## src/rtl/fault_cond_pkg.sv

```systemverilog
package fault_cond_pkg;

   typedef enum logic [1:0] {
      BLK_OFF  = 2'd0,
      BLK_RISE = 2'd1,
      BLK_FALL = 2'd2,
      BLK_BOTH = 2'd3
   } blank_mode_e;

endpackage

```

## src/rtl/fc_glitch_filter.sv

```systemverilog
module fc_glitch_filter #(
   parameter int CNT_W = 4
) (
   input  logic             clk,
   input  logic             rst_n,
   input  logic             din,
   input  logic [CNT_W-1:0] len,
   output logic             dout
);

   generate
      if (CNT_W < 1) begin : g_bad_width
         $error("fc_glitch_filter: CNT_W must be at least 1");
      end
   endgenerate

   logic             held;
   logic [CNT_W-1:0] run;
   logic [CNT_W:0]   run_nx;

   assign run_nx = {1'b0, run} + {{CNT_W{1'b0}}, 1'b1};

   always_ff @(posedge clk or negedge rst_n) begin
      if (!rst_n) begin
         held <= 1'b0;
         run  <= '0;
      end else if (len == '0) begin
         held <= din;
         run  <= '0;
      end else if (din != held) begin
         if (run_nx == {1'b0, len}) begin
            held <= din;
            run  <= '0;
         end else begin
            run <= run_nx[CNT_W-1:0];
         end
      end else begin
         run <= '0;
      end
   end

   assign dout = (len == '0) ? din : held;


   filt_follow_chk: assert property (@(posedge clk) disable iff (!rst_n)
      (held != $past(held)) |-> (held == $past(din)));


   filt_hold_chk: assert property (@(posedge clk) disable iff (!rst_n)
      (len > 1 && din != held && run == '0) |=> (held == $past(held)));

endmodule

```

## src/rtl/fc_blank_timer.sv

```systemverilog
module fc_blank_timer
   import fault_cond_pkg::*;
#(
   parameter int BW        = 8,
   parameter int PRESC_DIV = 64
) (
   input  logic          clk,
   input  logic          rst_n,
   input  logic          wave,
   input  logic [1:0]    mode,
   input  logic [BW-1:0] len,
   input  logic          slow,
   output logic          blank
);

   generate
      if (BW < 1) begin : g_bad_bw
         $error("fc_blank_timer: BW must be at least 1");
      end
      if (PRESC_DIV < 1) begin : g_bad_div
         $error("fc_blank_timer: PRESC_DIV must be at least 1");
      end
   endgenerate

   logic          wave_q;
   logic          rise, fall, edge_hit, tick;
   logic [BW-1:0] cnt;

   always_ff @(posedge clk or negedge rst_n) begin
      if (!rst_n) wave_q <= 1'b0;
      else        wave_q <= wave;
   end

   assign rise = wave & ~wave_q;
   assign fall = ~wave & wave_q;

   always_comb begin
      unique case (blank_mode_e'(mode))
         BLK_RISE: edge_hit = rise;
         BLK_FALL: edge_hit = fall;
         BLK_BOTH: edge_hit = rise | fall;
         default:  edge_hit = 1'b0;
      endcase
   end

   generate
      if (PRESC_DIV > 1) begin : g_presc
         localparam int PW = (PRESC_DIV > 2) ? $clog2(PRESC_DIV) : 1;
         localparam logic [PW-1:0] PSC_LAST = PW'(PRESC_DIV - 1);
         logic [PW-1:0] psc;
         always_ff @(posedge clk or negedge rst_n) begin
            if (!rst_n)             psc <= '0;
            else if (edge_hit)      psc <= '0;
            else if (psc == PSC_LAST) psc <= '0;
            else                    psc <= psc + 1'b1;
         end
         assign tick = slow ? (psc == PSC_LAST) : 1'b1;
      end else begin : g_no_presc
         assign tick = 1'b1;
      end
   endgenerate

   always_ff @(posedge clk or negedge rst_n) begin
      if (!rst_n)                       cnt <= '0;
      else if (edge_hit && len != '0)   cnt <= len;
      else if (cnt != '0 && tick)       cnt <= cnt - 1'b1;
   end

   assign blank = (edge_hit && len != '0) || (cnt != '0);


   reload_chk: assert property (@(posedge clk) disable iff (!rst_n)
      (edge_hit && len != '0) |=> (cnt == $past(len)));


   count_down_chk: assert property (@(posedge clk) disable iff (!rst_n)
      (cnt != '0 && !edge_hit) |=> (cnt == $past(cnt) || cnt == $past(cnt) - 1'b1));


   zero_len_chk: assert property (@(posedge clk) disable iff (!rst_n)
      (len == '0 && cnt == '0) |-> !blank);

endmodule

```

## src/rtl/fc_mask_combine.sv

```systemverilog
module fc_mask_combine #(
   parameter logic INACTIVE_LVL = 1'b0
) (
   input  logic clk,
   input  logic rst_n,
   input  logic filt,
   input  logic blank,
   input  logic wave,
   input  logic qual_en,
   output logic fault
);

   logic qmask;

   assign qmask = qual_en && (wave == INACTIVE_LVL);
   assign fault = filt & ~blank & ~qmask;


   qual_mask_chk: assert property (@(posedge clk) disable iff (!rst_n)
      (qual_en && wave == INACTIVE_LVL) |-> !fault);


   blank_mask_chk: assert property (@(posedge clk) disable iff (!rst_n)
      blank |-> !fault);

endmodule

```

## src/rtl/fault_cond.sv

```systemverilog
module fault_cond #(
   parameter int   FILT_W       = 4,
   parameter int   BLANK_W      = 8,
   parameter int   PRESC_DIV    = 64,
   parameter logic INACTIVE_LVL = 1'b0
) (
   input  logic               clk,
   input  logic               rst_n,
   input  logic               fault_raw,
   input  logic               wave_out,
   input  logic [FILT_W-1:0]  filt_len,
   input  logic [1:0]         blank_sel,
   input  logic [BLANK_W-1:0] blank_len,
   input  logic               blank_slow,
   input  logic               qual_en,
   output logic               fault_out
);

   logic filt_i;
   logic blank_i;

   fc_glitch_filter #(.CNT_W(FILT_W)) filt_u (
      .clk  (clk),
      .rst_n(rst_n),
      .din  (fault_raw),
      .len  (filt_len),
      .dout (filt_i)
   );

   fc_blank_timer #(.BW(BLANK_W), .PRESC_DIV(PRESC_DIV)) blank_u (
      .clk  (clk),
      .rst_n(rst_n),
      .wave (wave_out),
      .mode (blank_sel),
      .len  (blank_len),
      .slow (blank_slow),
      .blank(blank_i)
   );

   fc_mask_combine #(.INACTIVE_LVL(INACTIVE_LVL)) comb_u (
      .clk    (clk),
      .rst_n  (rst_n),
      .filt   (filt_i),
      .blank  (blank_i),
      .wave   (wave_out),
      .qual_en(qual_en),
      .fault  (fault_out)
   );


   bypass_chk: assert property (@(posedge clk) disable iff (!rst_n)
      (filt_len == '0 && !blank_i && !(qual_en && wave_out == INACTIVE_LVL))
      |-> (fault_out == fault_raw));

endmodule

```

## config.mk

```make
export PLATFORM = sky130hd
export DESIGN_NAME = fault_cond
export DESIGN_NICKNAME = d
export VERILOG_FILES = /design/src/rtl/fault_cond_pkg.sv /design/src/rtl/fc_glitch_filter.sv /design/src/rtl/fc_blank_timer.sv /design/src/rtl/fc_mask_combine.sv /design/src/rtl/fault_cond.sv
export SDC_FILE = /design/constraint.sdc
export NUM_CORES = 1
export LEC_CHECK = 0
export ABC_AREA = 1
export BUFFER_PORTS_ARGS = -buffer_cell sky130_fd_sc_hd__buf_2
export CORE_MARGIN = 2
export CORE_UTILIZATION = 40
export CTS_BUF_LIST = sky130_fd_sc_hd__clkbuf_16
export DETAILED_ROUTE_END_ITERATION = 7
export HOLD_SLACK_MARGIN = 0.15
export PLACE_DENSITY = 0.71
export SLEW_MARGIN = 20
export SYNTH_ARGS = -nofsm -noshare
export SYNTH_HDL_FRONTEND = slang
export SYNTH_SLANG_ARGS = --single-unit
```

## constraint.sdc

```tcl
create_clock -name clk -period 2.03 [get_ports clk]
set_clock_uncertainty 0.15 [all_clocks]
set_input_delay 0.1015 -clock clk [delete_from_list [all_inputs] [get_ports clk]]
set_output_delay 0.1015 -clock clk [all_outputs]
set_load 0.01 [all_outputs]
```

==> run metrics <==
status=complete, no violations; Synth warnings=0; first-pass GRT wire length=4.81 mm; Reg2Reg Setup Slack=350 ps; post-route ant nets=0; Die Wd=61.6 um; core area=3100 um^2; clk root buf=clkbuf_16; final net count=246; gpl congestion=0.824; top cells by area, synth=dfrtp_1 (38%), nand2_1 (14%), nand3_1 (11%); HP Class=primary input to register; critical path class=register to output pin; Crit Reg-Reg Endpoint=filt_u.held; # setup viols final=0; largest stage delay on the critical path=380 ps; # port buffers=20; Detail Placement HPWL=2.03 mm; Syn Std Cell Area=1330 um^2; Clk Latency, worst-skew pair=250 ps; Worst setup endpoint=fault_out; via count=1,221; cells along the critical path=ha_1, o211ai_4, nand2_4, inv_2, nor2_1, buf_2; Congestion Overflow GR=0; critical-path maximum fanout=14; fill cell count=317; clock sinks=20; initial core utilization=42.8%; GRT Util Overall=17.0%; total CTS buffers=3; relative slew slack=70.0%; post-synthesis sequential area ratio=37.7%; CTS tree=yes; Tcrit/Tclk final=93.6%; largest net degree at the start of global routing=21; CTS max path bufs=2; CP Data Required Time=1780 ps; Post-Syn Area per Cell=7.29 um^2; pwr/cell area=1040 nW/um^2; Yosys top cell area share=37.7%; syn nets=208; post-synthesis cell type count=19; die area=3800 um^2; final wirelength=2.68 mm; Site Rows=20; setup TNS=0 ps; layout cells sized above 1=15.5%; initial antenna violation count=0; post-layout min period=1900 ps; Final Hold Slack=155 ps; CTS H-tree lvls=1; drt first pass iters=4; leakage=0.000887 uW; vias in the first global route=1,185; Synth Register Bits=20; Synth Instances=182; Critical Path AT=1650 ps; Initial DRC Count=38; FF-to-FF Start=filt_u.run[0]; DRC=0; Worst Reg-to-Reg Cells=8; RSZ-0062 raised after global routing=no; crit path from=blank_u.wave_q; Startpoint Class=register; drt wl/cell=10.2 um; element type at the critical path end=output pin; Via density=4.64; Crit-path slowest cell=dfrtp_1; ANT cells=0; Max Cap Viol=0; max-slew violations=0; synth-to-layout area growth=27.1%; Peak Freq=526 MHz; area leader, netlist=dfrtp_1; I/O pin count=21; Max VDD drop=0.441 mV; worst slew pin tran=450 ps; die height=61.6 um; clk slew on worst S/H paths=50 ps; final hold viol count=0
==> area by class of cell <==
| cell class | count | area, um^2 | area share [%] |
|---|---|---|---|
| repair buffers | 34 | 238 | 14.1 |
| flip-flops and latches | 20 | 500 | 29.7 |
| well taps | 44 | 55.1 | 3.26 |
| clock inverters | 1 | 3.75 | 0.222 |
| multi-input cells | 137 | 726 | 43.0 |
| clock buffers | 3 | 75.1 | 4.45 |
| inverters | 24 | 90.1 | 5.34 |
==> routing by layer <==
metal	track usage, %	vias to the layer above	share of wire [%]
met2	29.0	21	47
met1	22.1	542	49
met4	5.47	0	1.3
met5	0	-	0
met3	2.52	5	3.1
li1	-	653	-
==> state kept, by name, summed over array words and instances, names as in the netlist <==
register	count
filt_u.run	4
blank_u.cnt	8
blank_u.wave_q	1
blank_u.g_presc.psc	6
filt_u.held	1
==> worst min-delay path by stage <==
stage                    start                      to  slack, ps  cells after the start
global route        blank_slow          blank_u.cnt[6]        210                      5
global placement         rst_n  blank_u.g_presc.psc[2]        -80                      1
CTS                 blank_slow          blank_u.cnt[7]        150                      5
detailed placement       rst_n  blank_u.g_presc.psc[2]        -70                      1
finish              blank_slow          blank_u.cnt[7]        160                      5
floorplan                rst_n          blank_u.cnt[0]       -340                      0
==> through the flow <==
stage / instances / total power (uW) / util, % / worst slack (ps) / area (um^2)
finish: 263 / 1750 / 54.4 / 130 / 1690
global route: 263 / 1920 / 54.4 / 31.2 / 1690
CTS: 263 / 1770 / 54.4 / 72.4 / 1690
detailed placement: 246 / 1330 / 47.7 / 349 / 1480
global placement: 246 / 1320 / 47.7 / 352 / 1480
floorplan: 182 / 1180 / - / 389 / 1330
==> where the power goes <==
group / switching (uW) / internal (uW)
Combinational: 394 / 297
Sequential: 125 / 534
Clock: 141 / 262
Total: 659 / 1090
==> cells in the final DEF (no fill, tap or decap), drive strengths merged <==
master and instances:
a21oi 1, buf 21, clkbuf 3, clkinv 1
dfrtp 20, dlygate4sd3 13, ha 6, inv 24
nand2 56, nand3 31, nand3b 2, nand4 4
nor2 22, nor3b 1, o211ai 1, o21ai 2
or2 1, xnor2 4, xor2 6
==> cells in the mapped netlist (all sizes together) <==
cell type  instances
a21oi              1
buf                1
dfrtp             20
ha                 6
inv               24
nand2             56
nand3             31
nand3b             2
nand4              4
nor2              22
nor3b              1
o211ai             1
o21ai              2
or2                1
xnor2              4
xor2               6
==> repair_timing <==
item,4_1_cts,5_1_grt
hold buffers,13,0
hold endpoints to repair,34,0
setup buffers,0,0
resized for setup,0,2
setup endpoints to repair,0,1
==> logic make-up (layout without fill, tap and decap cells) <==
kind of cell               count (synthesis)  count (layout)  share of synthesized area (%)
adders and majority gates                  6               6                           5.65
AOI/OAI and AO/OA                          4               4                           2.73
xor gates and xnor gates                  10              10                           6.60
DFF                                       20              20                           37.7
and+or+nand+nor                          117             117                           39.7
buffers and inverters                     25              62                           7.63
==> critical path, delay by kind of cell, from the launching register on <==
family          cells  cell delay, ps
compound gates      1             230
buf+inv             2             250
fa+ha+maj           1             310
flops               1             380
simple gates        2             220
No activity file was read; power rests on OpenSTA's default activity.
